`config.mk`:
```
export PLATFORM = sky130hd
export DESIGN_NAME = serial_dac_frontend
export DESIGN_NICKNAME = d
export VERILOG_FILES = /design/src/rtl/sdac_pkg.sv /design/src/rtl/sdac_pin_sync.sv /design/src/rtl/sdac_shift_ctrl.sv /design/src/rtl/sdac_latch.sv /design/src/rtl/serial_dac_frontend.sv
export SDC_FILE = /design/constraint.sdc
export NUM_CORES = 1
export LEC_CHECK = 0
export CAP_MARGIN = 0
export CORE_MARGIN = 2
export CORE_UTILIZATION = 35
export CTS_CLUSTER_DIAMETER = 150
export DETAILED_ROUTE_END_ITERATION = 10
export GPL_ROUTABILITY_DRIVEN = 0
export PLACE_DENSITY = 0.58
export SLEW_MARGIN = 20
export SYNTH_ARGS = -nofsm -noshare
export SYNTH_HDL_FRONTEND = slang
export SYNTH_SLANG_ARGS = --single-unit
```
`constraint.sdc`:
```
create_clock -name clk -period 2.65 [get_ports clk]
set_input_delay 0.3975 -clock clk [delete_from_list [all_inputs] [get_ports clk]]
set_output_delay 0.3975 -clock clk [all_outputs]
set_load 0.02 [all_outputs]
```
`src/rtl/sdac_pkg.sv`:
```
package sdac_pkg;

  // Update mode latched when a frame opens
  typedef enum logic {
    MODE_AUTO   = 1'b0,
    MODE_STROBE = 1'b1
  } upd_mode_e;

  // Lane order inside the pin synchronizer bank
  localparam int LANE_FS  = 0;
  localparam int LANE_SCK = 1;
  localparam int LANE_SDI = 2;
  localparam int LANE_LD  = 3;
  localparam int N_LANES  = 4;

endpackage

```
`src/rtl/sdac_pin_sync.sv`:
```
module sdac_pin_sync #(
  parameter int            N    = 4,
  parameter int            DEPTH = 2,
  parameter logic [N-1:0]  IDLE = '1
) (
  input  logic         clk,
  input  logic         rst_n,
  input  logic [N-1:0] pin_i,
  output logic [N-1:0] lvl_o,
  output logic [N-1:0] fall_o,
  output logic [N-1:0] rise_o
);

  localparam int CHAIN = DEPTH + 1;

  for (genvar g = 0; g < N; g++) begin : g_lane
    logic [CHAIN-1:0] chain;

    always_ff @(posedge clk or negedge rst_n) begin
      if (!rst_n) chain <= {CHAIN{IDLE[g]}};
      else        chain <= {chain[CHAIN-2:0], pin_i[g]};
    end

    assign lvl_o[g]  = chain[DEPTH-1];
    assign fall_o[g] =  chain[CHAIN-1] & ~chain[DEPTH-1];
    assign rise_o[g] = ~chain[CHAIN-1] &  chain[DEPTH-1];
  end

endmodule

```
`src/rtl/sdac_shift_ctrl.sv`:
```
module sdac_shift_ctrl
  import sdac_pkg::*;
#(
  parameter int WORD_BITS = 16,
  parameter int DATA_BITS = 12,
  localparam int CNT_W    = $clog2(WORD_BITS + 1)
) (
  input  logic                 clk,
  input  logic                 rst_n,
  input  logic                 fs_fall,
  input  logic                 fs_rise,
  input  logic                 sck_fall,
  input  logic                 sdi_lvl,
  input  logic                 ld_lvl,
  output upd_mode_e            mode_o,
  output logic [CNT_W-1:0]     cnt_o,
  output logic [WORD_BITS-1:0] word_o,
  output logic [DATA_BITS-1:0] next_data_o,
  output logic                 word_done_o
);

  localparam logic [CNT_W-1:0] LAST = CNT_W'(WORD_BITS - 1);
  localparam logic [CNT_W-1:0] FULL = CNT_W'(WORD_BITS);

  logic                 active;
  logic                 shift_en;
  logic [WORD_BITS-1:0] word_next;

  assign shift_en    = sck_fall && active && (cnt_o < FULL) && !fs_fall && !fs_rise;
  assign word_next   = {word_o[WORD_BITS-2:0], sdi_lvl};
  assign next_data_o = word_next[DATA_BITS-1:0];
  assign word_done_o = shift_en && (cnt_o == LAST);

  always_ff @(posedge clk or negedge rst_n) begin
    if (!rst_n) begin
      active <= 1'b0;
      cnt_o  <= '0;
      word_o <= '0;
      mode_o <= MODE_AUTO;
    end else if (fs_fall) begin
      active <= 1'b1;
      cnt_o  <= '0;
      mode_o <= ld_lvl ? MODE_STROBE : MODE_AUTO;
    end else if (fs_rise) begin
      active <= 1'b0;
    end else if (shift_en) begin
      word_o <= word_next;
      cnt_o  <= cnt_o + 1'b1;
    end
  end

endmodule

```
`src/rtl/sdac_latch.sv`:
```
module sdac_latch
  import sdac_pkg::*;
#(
  parameter int DATA_BITS = 12
) (
  input  logic                 clk,
  input  logic                 rst_n,
  input  upd_mode_e            mode,
  input  logic                 word_done,
  input  logic                 fs_fall,
  input  logic                 ld_fall,
  input  logic [DATA_BITS-1:0] next_data,
  input  logic [DATA_BITS-1:0] held_data,
  output logic [DATA_BITS-1:0] code_o,
  output logic                 upd_o
);

  logic ready;
  logic load_auto;
  logic load_strobe;

  assign load_auto   = word_done && (mode == MODE_AUTO);
  assign load_strobe = ld_fall && ready && !fs_fall;

  always_ff @(posedge clk or negedge rst_n) begin
    if (!rst_n)                                 ready <= 1'b0;
    else if (fs_fall)                           ready <= 1'b0;
    else if (word_done && mode == MODE_STROBE)  ready <= 1'b1;
    else if (load_strobe)                       ready <= 1'b0;
  end

  always_ff @(posedge clk or negedge rst_n) begin
    if (!rst_n) begin
      code_o <= '0;
      upd_o  <= 1'b0;
    end else begin
      upd_o <= load_auto || load_strobe;
      if (load_auto)        code_o <= next_data;
      else if (load_strobe) code_o <= held_data;
    end
  end

endmodule

```
`src/rtl/serial_dac_frontend.sv`:
```
module serial_dac_frontend
  import sdac_pkg::*;
#(
  parameter int WORD_BITS  = 16,
  parameter int DATA_BITS  = 12,
  parameter int SYNC_DEPTH = 2,
  localparam int CNT_W     = $clog2(WORD_BITS + 1)
) (
  input  logic                        clk,
  input  logic                        rst_n,
  input  logic                        fs_n,
  input  logic                        sck,
  input  logic                        sdi,
  input  logic                        ld_n,
  output logic [DATA_BITS-1:0]        latch_code,
  output logic                        latch_upd,
  output logic signed [DATA_BITS-1:0] out_lsb
);

  // Ideal output in LSB units: the code read as two's complement
  function automatic logic signed [DATA_BITS-1:0] code_to_lsb(input logic [DATA_BITS-1:0] c);
    return $signed(c);
  endfunction

  localparam logic [N_LANES-1:0] PIN_IDLE = N_LANES'(
      (1 << LANE_FS) | (1 << LANE_SCK) | (1 << LANE_LD));

  logic [N_LANES-1:0] pins, lvl, fall, rise;

  // Named events brought out for the checker
  logic                 fs_fall_ev, fs_rise_ev, sck_fall_ev, ld_fall_ev;
  logic                 word_done_ev;
  logic                 auto_mode;
  upd_mode_e            mode;
  logic [CNT_W-1:0]     bit_cnt;
  logic [WORD_BITS-1:0] shift_word;
  logic [DATA_BITS-1:0] next_data;

  always_comb begin
    pins           = '0;
    pins[LANE_FS]  = fs_n;
    pins[LANE_SCK] = sck;
    pins[LANE_SDI] = sdi;
    pins[LANE_LD]  = ld_n;
  end

  sdac_pin_sync #(
    .N    (N_LANES),
    .DEPTH(SYNC_DEPTH),
    .IDLE (PIN_IDLE)
  ) u_sync (
    .clk   (clk),
    .rst_n (rst_n),
    .pin_i (pins),
    .lvl_o (lvl),
    .fall_o(fall),
    .rise_o(rise)
  );

  assign fs_fall_ev  = fall[LANE_FS];
  assign fs_rise_ev  = rise[LANE_FS];
  assign sck_fall_ev = fall[LANE_SCK];
  assign ld_fall_ev  = fall[LANE_LD];
  assign auto_mode   = (mode == MODE_AUTO);

  sdac_shift_ctrl #(
    .WORD_BITS(WORD_BITS),
    .DATA_BITS(DATA_BITS)
  ) u_shift (
    .clk        (clk),
    .rst_n      (rst_n),
    .fs_fall    (fs_fall_ev),
    .fs_rise    (fs_rise_ev),
    .sck_fall   (sck_fall_ev),
    .sdi_lvl    (lvl[LANE_SDI]),
    .ld_lvl     (lvl[LANE_LD]),
    .mode_o     (mode),
    .cnt_o      (bit_cnt),
    .word_o     (shift_word),
    .next_data_o(next_data),
    .word_done_o(word_done_ev)
  );

  sdac_latch #(
    .DATA_BITS(DATA_BITS)
  ) u_latch (
    .clk      (clk),
    .rst_n    (rst_n),
    .mode     (mode),
    .word_done(word_done_ev),
    .fs_fall  (fs_fall_ev),
    .ld_fall  (ld_fall_ev),
    .next_data(next_data),
    .held_data(shift_word[DATA_BITS-1:0]),
    .code_o   (latch_code),
    .upd_o    (latch_upd)
  );

  assign out_lsb = code_to_lsb(latch_code);

endmodule

```
* Yosys cells after proc, flatten, opt, wreduce, memory -nomap -nowiden *
Cells that the tools add are included.

storage, ports and cells
  bits in registers = 44
  bits of input ports = 6
  output and inout bits = 25
  word-level logic and storage cells = 55

cells by class
  add/sub/neg operators = 1
  order comparisons = 1
  equal/unequal tests = 2
  muxes and demuxes = 11
  bitwise logic cells = 11
  reduce and logical (&&, ||, !) cells = 18

operators with widths
  cell                 number
  $mux 12              2
  $mux 5               3
  $logic_and 1x1->1    9
  $not 1->1            7
  $mux 1               6
  $reduce_bool 2->1    3
  $add 5x1->5 const B  1
  $eq 5x4->1 const B   1
  $lt 5x5->1 const B   1
  $and 1x1->1          4
  $reduce_and 3->1     1
  $reduce_bool 3->1    1
  $logic_not 1->1      2
  $ne 2x1->1 const B   1
  $reduce_and 2->1     1
  $logic_or 1x1->1     1

* Depth between registers and ports, before layout *
Gate-level depths: netlist (run 1).

  depth in word-level cells = 10
  gate-level depth with buffers = 7

* Modules after synthesis *
From an unflattened synthesis (run 1), not the netlist that was laid out.

second synthesis, totals
  cell total of the unflattened synthesis = 161
  area, all modules = 2352.3 um2

by module, submodules not included
  module               instances  cells an instance  area each (um2)  sequential area each (um2)
  sdac_shift_ctrl      1          79                 1114.8           575.6
  sdac_latch           1          46                 755.7            350.3
  sdac_pin_sync        1          24                 391.6            311.5
  serial_dac_frontend  1          12                 90.1             0.0

* Worst setup path before layout (run 1) *
OpenSTA, ideal clock, no wires.

  path type = reg-to-reg
  from = register u_sync.g_lane[0].chain[1]
  to = register u_latch.code_o[10]
  library setup time = 125 ps
  data arrival time = 1833 ps
  required time = 2525 ps
  slack = 692 ps
  cell stages (with the launch flop) = 7
  clock period less this slack = 1958 ps
  cell sequence = dfstp_2 -> inv_1 -> ha_1 -> and4bb_4 -> buf_6 -> mux2_4 -> mux2_2

on the way
  cells in the longest elaborated chain, start to end = 8

ends and longest elaborated chain
  item                                                 line                                     source
  start, declared                                      sdac_pin_sync.sv:17                      logic [CHAIN-1:0] chain;
  start signal, assigned                               sdac_pin_sync.sv:20                      if (!rst_n) chain <= {CHAIN{IDLE[g]}};
  start signal, assigned                               sdac_pin_sync.sv:21                      else chain <= {chain[CHAIN-2:0], pin_i[g]};
  $not 1->1 *                                          sdac_pin_sync.sv:25                      assign fall_o[g] = chain[CHAIN-1] & ~chain[DEPTH-1];
  $and 1x1->1 *                                        sdac_pin_sync.sv:25
  net u_latch.fs_fall                                  sdac_latch.sv:10                         input logic fs_fall,
  $logic_not 1->1 *                                    sdac_shift_ctrl.sv:29, sdac_latch.sv:23
  $logic_and 1x1->1 (2 in series)                      sdac_shift_ctrl.sv:29                    assign shift_en = sck_fall && active && (cnt_o < FULL) && !fs_fall && !fs_rise;
  $logic_and 1x1->1                                    sdac_shift_ctrl.sv:32                    assign word_done_o = shift_en && (cnt_o == LAST);
  $logic_and 1x1->1                                    sdac_latch.sv:22                         assign load_auto = word_done && (mode == MODE_AUTO);
  $mux 12 / $reduce_bool 2->1 (equally long branches)  -
  end signal, assigned                                 sdac_latch.sv:38                         if (load_auto) code_o <= next_data;
  end signal, assigned                                 sdac_latch.sv:39                         else if (load_strobe) code_o <= held_data;
  end, declared                                        sdac_latch.sv:14                         output logic [DATA_BITS-1:0] code_o,

The timed path passes the listed nets; every way through them passes the cells marked *.
A chain may end at the register's enable or synchronous reset.

* Worst setup path after layout (run 1) *
  from = register u_sync.g_lane[0].chain[1]
  to = register u_latch.code_o[0]

Same word-level chain as after synthesis.

==> results of run 1 <==
[layout make-up]
class | instances | area [sq um]
clock buffers | 8 | 100
multi-input cells | 78 | 767
flip-flops and latches | 44 | 1110
fillers | 514 | 3130
repair buffers | 32 | 310
inverters | 8 | 30.0
well taps | 72 | 90.1
[metrics by stage]
| stage | hold WS, ns | instance area (sq um) | power, mW | worst slack, ns |
|---|---|---|---|---|
| after global routing | 0.329 | 2410 | 1.34 | 0.509 |
| after CTS | 0.289 | 2410 | 1.29 | 0.600 |
| after detailed placement | 0.340 | 2310 | 0.835 | 0.617 |
| after floorplan | 0.102 | 2030 | 0.794 | 0.692 |
| final | 0.259 | 2410 | 1.27 | 0.608 |
| after global placement | 0.337 | 2310 | 0.829 | 0.649 |
[worst max-delay path, delay by kind of cell (launching register included)]
family,cells,cell delay (ns)
muxes,2,0.63
buffers and inverters,1,0.05
adders and majority gates,1,0.20
and+or+nand+nor,1,0.50
DFF,1,0.56
[power groups by stage]
stage	logic (mW)	registers [mW]	clock network (mW)
global placement	0.0765	0.752	0
floorplan	0.0505	0.744	0
detailed placement	0.0800	0.755	0
global route	0.0906	0.747	0.499
CTS	0.0793	0.742	0.473
finish	0.0771	0.741	0.456
[kinds of logic (layout without fill, tap and decap cells)]
| kind of cell | count (synthesis) | in the layout |
|---|---|---|
| AND/OR/NAND/NOR | 23 | 23 |
| AO/OA/AOI/OAI | 12 | 12 |
| adder cells (fa/ha/maj) | 5 | 5 |
| flip-flops | 44 | 44 |
| buffers and inverters | 25 | 48 |
| multiplexers | 38 | 38 |
[layer usage]
metal  up-vias  track usage (%)
met3         6             3.03
met2        21             18.7
met4         0             4.92
li1        557                -
met5         -                0
met1       611             15.5
[sequential cells by signal, summed over array words and instances, names as in the netlist]
register	cells
u_shift.word_o	12
u_shift.active	1
u_shift.cnt_o	5
u_sync.g_lane.chain	11
u_latch.code_o	12
u_latch.ready	1
u_shift.mode_o	1
u_latch.upd_o	1
[path summary, 6_finish.rpt]
kind | start | end | slack (ns) | depth (start not counted)
hold reg to reg | u_sync.g_lane[2].chain[0]$_DFF_PN0_ | u_sync.g_lane[2].chain[1]$_DFF_PN0_ | 0.36 | 0
hold / removal | rst_n | u_latch.code_o[5]$_DFFE_PN0P_ | 0.26 | 1
setup reg to reg | u_sync.g_lane[0].chain[1]$_DFF_PN1_ | u_latch.code_o[0]$_DFFE_PN0P_ | 0.61 | 5
max in group asynchronous | rst_n | u_latch.upd_o$_DFF_PN0_ | 1.80 | 1
setup / recovery | u_sync.g_lane[0].chain[1]$_DFF_PN1_ | u_latch.code_o[0]$_DFFE_PN0P_ | 0.61 | 5
min in group clk | u_sync.g_lane[2].chain[0]$_DFF_PN0_ | u_sync.g_lane[2].chain[1]$_DFF_PN0_ | 0.36 | 0
[cells in the final DEF, fill, tap and decap left out]
cell,Yosys,final
nor3b_1,1,1
a21oi_1,3,3
dfstp_2,9,9
and3_1,2,2
buf_4,13,2
inv_1,8,8
a211oi_1,1,1
and2_1,1,1
clkbuf_1,1,1
and4bb_4,1,1
or3_1,1,1
clkbuf_8,0,7
nor2_1,2,2
and3b_1,1,1
a21boi_0,1,1
buf_2,2,1
nand4_1,2,2
or4b_1,1,1
nand2_1,3,3
nand3_1,2,2
o311ai_1,1,1
nand4b_2,1,1
dfrtp_1,35,35
a31oi_1,2,2
ha_1,5,5
o21ai_0,2,2
nand3b_1,1,1
nor3_1,1,1
mux2_4,10,10
clkdlybuf4s50_1,0,29
mux2_2,28,28
nor2b_1,1,1
o311ai_0,2,2
nand4b_1,2,2
==> summary.md, run 1 <==
| Metric | Value |
|---|---|
| Met2 wire len | approximately 1700 microns |
| Root buf cell | clkbuf_8 |
| Clk_lat worst skew | approximately 0.29 ns |
| Internal power | between 0.9 and 1 mW |
| IO Count | 31 |
| Yosys cell types | 33 |
| Final hold viol count | 0 |
| First-pass GRT wire length | ~5800 microns |
| Row count | 27 |
| Post-CTS Setup Repair Bufs | 0 |
| Most frequent CP cell | mux2_2 |
| Netlist Area Pre-Place | between 2000 and 2500 sq um |
| Synth Register Bits | 44 |
| Clk network pwr share | 35.8% |
| Syn avg cell area | roughly 14 sq um |
| Compound-gate portion of the synthesized area | under 10% |
| Die Ht | ~80 microns |
| Met3 wire len | 113 microns |
| Max H-tree Level | 2 |
| Hpwl dp | 2380 microns |
| ANT nets after route | 0 |
| Antenna violations before repair | 0 |
| Arrival @ worst endpoint | approximately 2.2 ns |
| Crit-path cells | inv_1, ha_1, and4bb_4, mux2_2, mux2_2 |
| Post-synthesis xor/xnor area fraction | 0% |
| CP endpoint kind | flop |
| Warnings from Yosys | 0 |
| N_diodes | 0 |
| Top layer in use | met4 |
| Vias/cell | 4.94 |
| Power density cells | between 500 and 600 nW/um^2 |
| Post-layout minimum cycle time | 2.04 ns |
| Buffers on Ports | 30 |
| Die ar. | 6430 sq um |
| Primary FF master, synth | dfrtp_1 |
| Clock sink count | between 40 and 50 |
| Largest net degree at the start of global routing | 45 |
| Sw power | between 0.2 and 0.3 mW |
| Multiplexer area fraction after synthesis | a little under a quarter |
| Area contributors post-synth | dfrtp_1, mux2_2, dfstp_2, mux2_4, buf_4 |
| IR drop worst, VDD | 0.234 mV |
| Required @ worst endpoint | 2.83 ns |
| Hold buffers post-CTS | 0 |
| Clk slew on worst S/H paths | around 0.080 ns |
| Chip width | approximately 80 microns |
| Post-CTS resize count | 0 |
| RSZ-0062 raised after global routing | false |
| Clk_skew | 0.00792 ns |
| DR iter-0 viols | 71 |
| Commonest cells in the netlist | dfrtp_1, mux2_2, buf_4 |
| Cells after DPL | around 230 |
| Worst setup SP type | flop |
| CP max stage delay | around 0.56 ns |
| Total Routed Length | between 3000 and 4000 microns |
| Wl on met1 | 1600 microns |
| Seq pwr share | ~58% |
| Share of layout cells above drive strength 1 | around a third |
| Slowest stage cell, crit path | dfstp_2 |
| Final #Nets | 180 |
| Total negative slack | 0 ns |
| Status | finished clean |
| Syn Nets | 158 |
| Share of the yosys chip area belonging to registers | ~55% |
| Total grt overflow | 0 |
| Fin cells | 242 |
| Comb power frac | under 10% |
| Total GRT Usage | roughly an eighth |
| Post-synthesis simple-gate area fraction | under 10% |
| CTS tree | built |
| Main combinational cell family by area after synthesis | multiplexers |
| Core area | between 5000 and 6000 sq um |
| Min-Delay Path Class | in -> async |
| Highest clock rate | roughly 500 MHz |
| CP Max Fanout | 12 |
| Fraction of the mapped netlist area in adder cells | under 10% |
| Vias in the first global route | 1185 |
| Fraction of registers with async set/reset | 100% |
| Setup violations, final | 0 |
| Drt wl/cell | between 10 and 15 microns |
| Maximum clock insertion buffer count | 2 |
| Most frequent cell after synthesis | dfrtp_1 |
| Leak Pwr | between 1 and 1.5 nW |
| Number of synthesized flops with an enable pin | 0 |
| Period utilization | a little under 80% |
| Relative slew margins | between 30% and 40% |
| Vias post-DR | ~1.2k |
| Slew Viols, Final | 0 |
| Post-route DRC | 0 |
| CTS Buf Count | 5 |
| Max cap viols | 0 |
| Syn Inst Count | ~150 |
| Crit Path Category | reg -> reg |
| Worst-Margin Slew | between 0.9 and 1 ns |
| Synthesis-to-layout area growth | 18.6% |
| Sw Share | approximately 23% |
| Fin util | 43.5% |
| Yosys top cell area share | a little over two fifths |
| Drt pass-1 iters | 4 |
| Synth area leader | dfrtp_1 |
| Initial Util | roughly 37% |
No activity file was read; power rests on OpenSTA's default activity.
==> run 2: changes to the inputs <==
==> constraint.sdc (replaced) <==
create_clock -name clk -period 1.9 [get_ports clk]
set_input_delay 0.285 -clock clk [delete_from_list [all_inputs] [get_ports clk]]
set_output_delay 0.285 -clock clk [all_outputs]
set_load 0.02 [all_outputs]
==> run 2 against run 1 <==
Compared with the run above: the run now ends with negative setup slack left; sequential share of layout area fell by 4.2 points; hold slack improved by 0.098 ns; sequential power rose by 39%; utilization rose by 4.4 points; global-route usage barely moved; total power rose by 44%; cell count rose by 4.5%; clock-buffer cell count fell by 1; worst setup slack got worse by 0.64 ns; non-clock buffer count rose by 11.
==> summary.md, run 2 (same netlist as run 1, synthesis figures left out) <==
| Metric | Value |
|---|---|
| Slack of the critical path | -0.0326 ns |
| Crit path buf inv count | 2 |
| Power density cells | approximately 700 nW/um^2 |
| Crit-path cells | inv_2, ha_4, and4bb_4, clkbuf_16, mux2_4, mux2_4 |
| IR drop worst, VDD | 0.362 mV |
| Most frequent cells in the layout | dfrtp_1, clkdlybuf4s50_1, mux2_4, mux2_2, dfstp_2 |
| Commonest non-fill, non-tap cell in the layout | dfrtp_1 |
| CP endpoint kind | flop |
| Synthesis-to-layout area growth | 30.5% |
| First-pass GRT wire length | 5890 microns |
| Total Routed Length | about 3500 microns |
| RSZ-0062 raised after global routing | true |
| Worst setup SP type | flop |
| Vias/cell | about 4.8 |
| Drt wl/cell | ~14 microns |
| ANT nets after route | 0 |
| CTS Buf Count | 5 |
| Fin util | around 48% |
| Clk_lat worst skew | around 0.29 ns |
| Die Ht | roughly 80 microns |
| Share of layout cells above drive strength 1 | 42.0% |
| Largest net degree at the start of global routing | 45 |
| Reg2Reg Setup Slack | -0.03 ns |
| Initial Util | 36.7% |
| Final #Nets | about 190 |
| CP Max Fanout | 5 |
| Post-route DRC | 0 |
| Period utilization | 102% |
| Leak Pwr | around 1.2 nW |
| Largest regs | u_latch.code_o: 12 flops, u_shift.word_o: 12 flops, u_sync.g_lane.chain: 11 flops |
| Clk slew on worst S/H paths | 0.08 ns |
| N_diodes | 0 |
| Critical path's top delay family | multiplexers |
| Status | complete, but fails checks |
| Relative slew margins | a little under 70% |
| Vias in the first global route | 1240 |
| Clock sink count | 44 |
| Slew Viols, Final | 0 |
| Drt pass-1 iters | 4 |
| Required @ worst endpoint | around 2.1 ns |
| Setup violations, final | 5 |
| Most frequent CP cell | mux2_4 |
| Chip width | around 80 microns |
| Total GRT Usage | 11.9% |
| Clk_skew | approximately 0.0062 ns |
| Root buf cell | clkbuf_8 |
| Total negative slack | -0.113 ns |
| Hpwl dp | roughly 2300 microns |
| CTS tree | built |
| Arrival @ worst endpoint | between 2 and 2.5 ns |
| Antenna violations before repair | 0 |
| CP max stage delay | roughly 0.54 ns |
| Die ar. | ~6400 sq um |
| Highest clock rate | 517 MHz |
| Post-layout minimum cycle time | 1.93 ns |
| Worst hold margin | 0.358 ns |
| Vias post-DR | ~1.2k |
| Min-Delay Path Class | reg -> reg |
| Worst-Margin Slew | approximately 0.46 ns |
| Final hold viol count | 0 |
| Maximum clock insertion buffer count | 2 |
| IO Count | 31 |
| Crit Path Category | reg -> reg |
| Total grt overflow | 0 |
| Max cap viols | 0 |
| Failing checks | negative setup slack |
| Max H-tree Level | 2 |
| Slowest stage cell, crit path | dfstp_2 |
| Buffers on Ports | 30 |
| Pre-CTS WS | -0.0923 ns |
| Row count | 27 |
| DR iter-0 viols | around 80 |
| Core area | between 5000 and 6000 sq um |
-- run 2: changes by cell type in the layout (fill, tap and decap cells not counted), sizes merged --
| cell | delta |
|---|---|
| buf | +8 |
| clkbuf | +1 |
| clkinv | +1 |
| dlygate4sd3 | +1 |
-- run 2: final timing paths --
check | to | start | cells after the start
hold reg to reg | u_sync.g_lane[0].chain[1]$_DFF_PN1_ | u_sync.g_lane[0].chain[0]$_DFF_PN1_ | 0
max in group asynchronous | u_sync.g_lane[1].chain[2]$_DFF_PN1_ | rst_n | 3
min in group asynchronous | u_latch.code_o[3]$_DFFE_PN0P_ | rst_n | 3
setup / recovery | u_latch.code_o[11]$_DFFE_PN0P_ | u_sync.g_lane[0].chain[1]$_DFF_PN1_ | 6
setup reg to reg | u_latch.code_o[11]$_DFFE_PN0P_ | u_sync.g_lane[0].chain[1]$_DFF_PN1_ | 6
hold / removal | u_sync.g_lane[0].chain[1]$_DFF_PN1_ | u_sync.g_lane[0].chain[0]$_DFF_PN1_ | 0
-- run 2: per-layer routing --
layer	wire, microns	share of wire, %	GRT usage (%)	vias up
met2	1640	47	18.6	35
li1	-	-	-	574
met1	1610	46	15.7	592
met5	0	0	0	-
met4	28	0.81	4.07	0
met3	181	5.2	3.37	4
-- run 2: repair_timing --
| item | in CTS | in global routing |
|---|---|---|
| resized for setup | 3 | 4 |
| setup endpoints to repair | 24 | 12 |
| endpoints found under the hold margin | 35 | 0 |
| cloned | 0 | 2 |
| pin swaps | 0 | 2 |
| buffers inserted | 0 | 1 |
| hold buffers | 1 | 0 |
-- run 2: worst reg2reg max path: stages (launching register included) --
cell and delay, ns:
dfstp_2 0.54, inv_2 0.04, ha_4 0.15, and4bb_4 0.37, clkbuf_16 0.18, mux2_4 0.29
mux2_4 0.26
-- run 2: cell type report --
type	instances	area (sq um)
fill	484	2890
sequential	44	1110
multi-input combinational	78	848
timing repair buffer	43	468
clock buffer	7	97.6
tap	72	90.1
inverter	8	30.0
clock inverter	1	5.00
-- run 2: where the power goes --
part,leakage [nW],internal (mW),switching [mW]
sequential,0.573,0.990,0.0354
clock,0.0534,0.337,0.299
combinational,0.604,0.0960,0.0835
-- run 2: through the flow --
stage	instance area (sq um)	power (mW)	instances
floorplan	2090	1.11	147
global placement	2450	1.19	241
detailed placement	2450	1.20	241
CTS	2580	1.86	250
global route	2650	1.95	253
finish	2650	1.84	253
==> run 3: changes to the inputs <==
--- a/config.mk
+++ b/config.mk
@@ -12,6 +12,7 @@
 export DETAILED_ROUTE_END_ITERATION = 10
 export GPL_ROUTABILITY_DRIVEN = 0
 export PLACE_DENSITY = 0.58
+export RECOVER_POWER = 100
 export SLEW_MARGIN = 20
 export SYNTH_ARGS = -nofsm -noshare
 export SYNTH_HDL_FRONTEND = slang
==> run 3 against run 2 <==
Compared with the run above: the flow still finishes with violations (negative setup slack); first-iteration DRC count shrank 21%; via count did not move; clock skew about the same; worst setup slack is essentially flat; design area decreased by 0.57%; clock-buffer cell count stayed put; highest routed layer unchanged.
==> summary.md, run 3 (same netlist as run 1, synthesis figures left out) <==
| Metric | Value |
|---|---|
| Status | complete, but fails checks |
| Failing checks | negative setup slack |
| Drt pass-1 iters | 4 |
| Antenna violations before repair | 0 |
| IO Count | 31 |
| Vias in the first global route | between 1k and 1.5k |
| Max H-tree Level | 2 |
| Clk_skew | ~0.0061 ns |
| Vias post-DR | about 1.2k |
| CP Max Fanout | 5 |
| Worst setup SP type | flop |
| Worst hold margin | 0.358 ns |
| FF-to-FF End | u_latch.code_o[11]$_DFFE_PN0P_ |
| Final #Nets | between 150 and 200 |
| Die ar. | about 6400 sq um |
| Root buf cell | clkbuf_8 |
| Leak Pwr | between 1 and 1.5 nW |
| Vias/cell | ~4.8 |
| Buffers on Ports | 30 |
| Reg2Reg Setup Slack | -0.03 ns |
| Drt wl/cell | about 14 microns |
| Most frequent cells in the layout | dfrtp_1, dlygate4sd3_1, mux2_4, mux2_2, dfstp_2 |
| Period utilization | 102% |
| Commonest non-fill, non-tap cell in the layout | dfrtp_1 |
| Register area | 1110 sq um |
| Total Routed Length | 3450 microns |
| CP endpoint kind | flop |
| Hold depth | 0 |
| Synthesis-to-layout area growth | 29.7% |
| Fill cells | roughly 490 |
| Total GRT Usage | 11.9% |
| R2R cell count | 6 |
| Worst-Margin Slew | approximately 1.1 ns |
| Crit Path Category | reg -> reg |
| Required @ worst endpoint | 2.07 ns |
| Core area | between 5000 and 6000 sq um |
| IR drop worst, VDD | between 0.3 and 0.4 mV |
| DR iter-0 viols | between 60 and 70 |
| Die Ht | between 80 and 90 microns |
| CTS Buf Count | 5 |
| Max cap viols | 0 |
| Post-layout minimum cycle time | 1.93 ns |
| Area occupied by multi-input gates | around 850 sq um |
| Relative slew margins | 29.0% |
| Setup violations, final | 5 |
| Arrival @ worst endpoint | about 2.1 ns |
| Min-Delay Path Class | reg -> reg |
| Clock sink count | 44 |
| Tot Pwr | around 1.8 mW |
| RSZ-0062 raised after global routing | true |
| Power density cells | a little under 700 nW/um^2 |
| Slack of the critical path | -0.0326 ns |
| Hpwl dp | about 2300 microns |
| Hold wc startpoint | u_sync.g_lane[0].chain[0]$_DFF_PN1_ |
| R2r startpoint | u_sync.g_lane[0].chain[1]$_DFF_PN1_ |
| N_diodes | 0 |
| Total grt overflow | 0 |
| CTS tree | built |
| ANT nets after route | 0 |
| Largest regs | u_latch.code_o: 12 flops, u_shift.word_o: 12 flops, u_sync.g_lane.chain: 11 flops |
| Initial Util | around 37% |
| Final hold viol count | 0 |
| Clk slew on worst S/H paths | roughly 0.080 ns |
| Share of layout cells above drive strength 1 | about two fifths |
| Largest net degree at the start of global routing | 45 |
| Slew Viols, Final | 0 |
| Post-route DRC | 0 |
| Row count | 27 |
| Highest clock rate | around 520 MHz |
| Maximum clock insertion buffer count | 2 |
| Clk_lat worst skew | just under 0.3 ns |
| WHS Endpoint | u_sync.g_lane[0].chain[1]$_DFF_PN1_ |
| Chip width | between 80 and 90 microns |
| First-pass GRT wire length | 5890 microns |
-- run 3: changes by cell type in the layout (fill, tap and decap cells not counted), sizes merged --
cell / before / now
clkdlybuf4s50: 29 / 0
dlygate4sd3: 1 / 30
buf: 11 / 10
clkbuf: 9 / 10
-- run 3: layout make-up --
type	count	area share [%]
flip-flops and latches	44	42.2
multi-input cells	78	32.2
repair buffers	43	17.2
clock buffers	7	3.70
well taps	72	3.42
inverters	8	1.14
clock inverters	1	0.190
-- run 3: worst max path at each step --
stage	start	cells past startpoint	to	slack (ns)
2_1_floorplan	u_sync.g_lane[0].chain[1]$_DFF_PN1_	6	u_latch.code_o[10]$_DFFE_PN0P_	-0.003
3_3_place_gp	u_sync.g_lane[0].chain[2]$_DFF_PN1_	5	u_shift.word_o[8]$_DFFE_PN0P_	-0.03
3_5_place_dp	u_sync.g_lane[0].chain[2]$_DFF_PN1_	5	u_shift.word_o[10]$_DFFE_PN0P_	-0.09
4_1_cts	u_sync.g_lane[0].chain[1]$_DFF_PN1_	6	u_latch.code_o[11]$_DFFE_PN0P_	-0.04
5_1_grt	u_sync.g_lane[0].chain[1]$_DFF_PN1_	6	u_latch.code_o[11]$_DFFE_PN0P_	-0.08
6_report	u_sync.g_lane[0].chain[1]$_DFF_PN1_	6	u_latch.code_o[11]$_DFFE_PN0P_	-0.03
-- run 3: power by group --
group | internal, mW | total [mW] | switching [mW]
combinational | 0.0906 | 0.174 | 0.0829
clock | 0.337 | 0.636 | 0.299
sequential | 0.990 | 1.03 | 0.0354
-- run 3: metal layers --
layer	part of all wire [%]	track usage, %
met1	46	15.7
met5	0	0
met2	48	18.6
met4	0.81	4.07
met3	4.9	3.37
-- run 3: critical path, stage by stage (launching register included) --
cell and delay (ns):
dfstp_2 0.54, inv_2 0.04, ha_4 0.14, and4bb_4 0.37
clkbuf_16 0.17, mux2_4 0.29, mux2_4 0.26
-- run 3: timing repair --
item | in CTS | in global routing
hold buffers | 1 | 0
gates cloned | 0 | 2
endpoints found under the hold margin | 35 | 0
pin swaps | 0 | 2
setup endpoints to repair | 24 | 12
gates resized for setup | 3 | 4
setup buffers | 0 | 1
-- run 3: through the flow --
stage	setup WS, ns	instance area, sq um	cells	TNS [ns]	utilization [%]
2_1_floorplan	-0.00346	2090	147	-0.0346	-
3_3_place_gp	-0.0261	2450	241	-0.361	44.2
3_5_place_dp	-0.0923	2450	241	-1.20	44.2
4_1_cts	-0.0359	2580	250	-0.304	46.5
5_1_grt	-0.0802	2640	253	-0.642	47.6
6_report	-0.0326	2640	253	-0.113	47.6
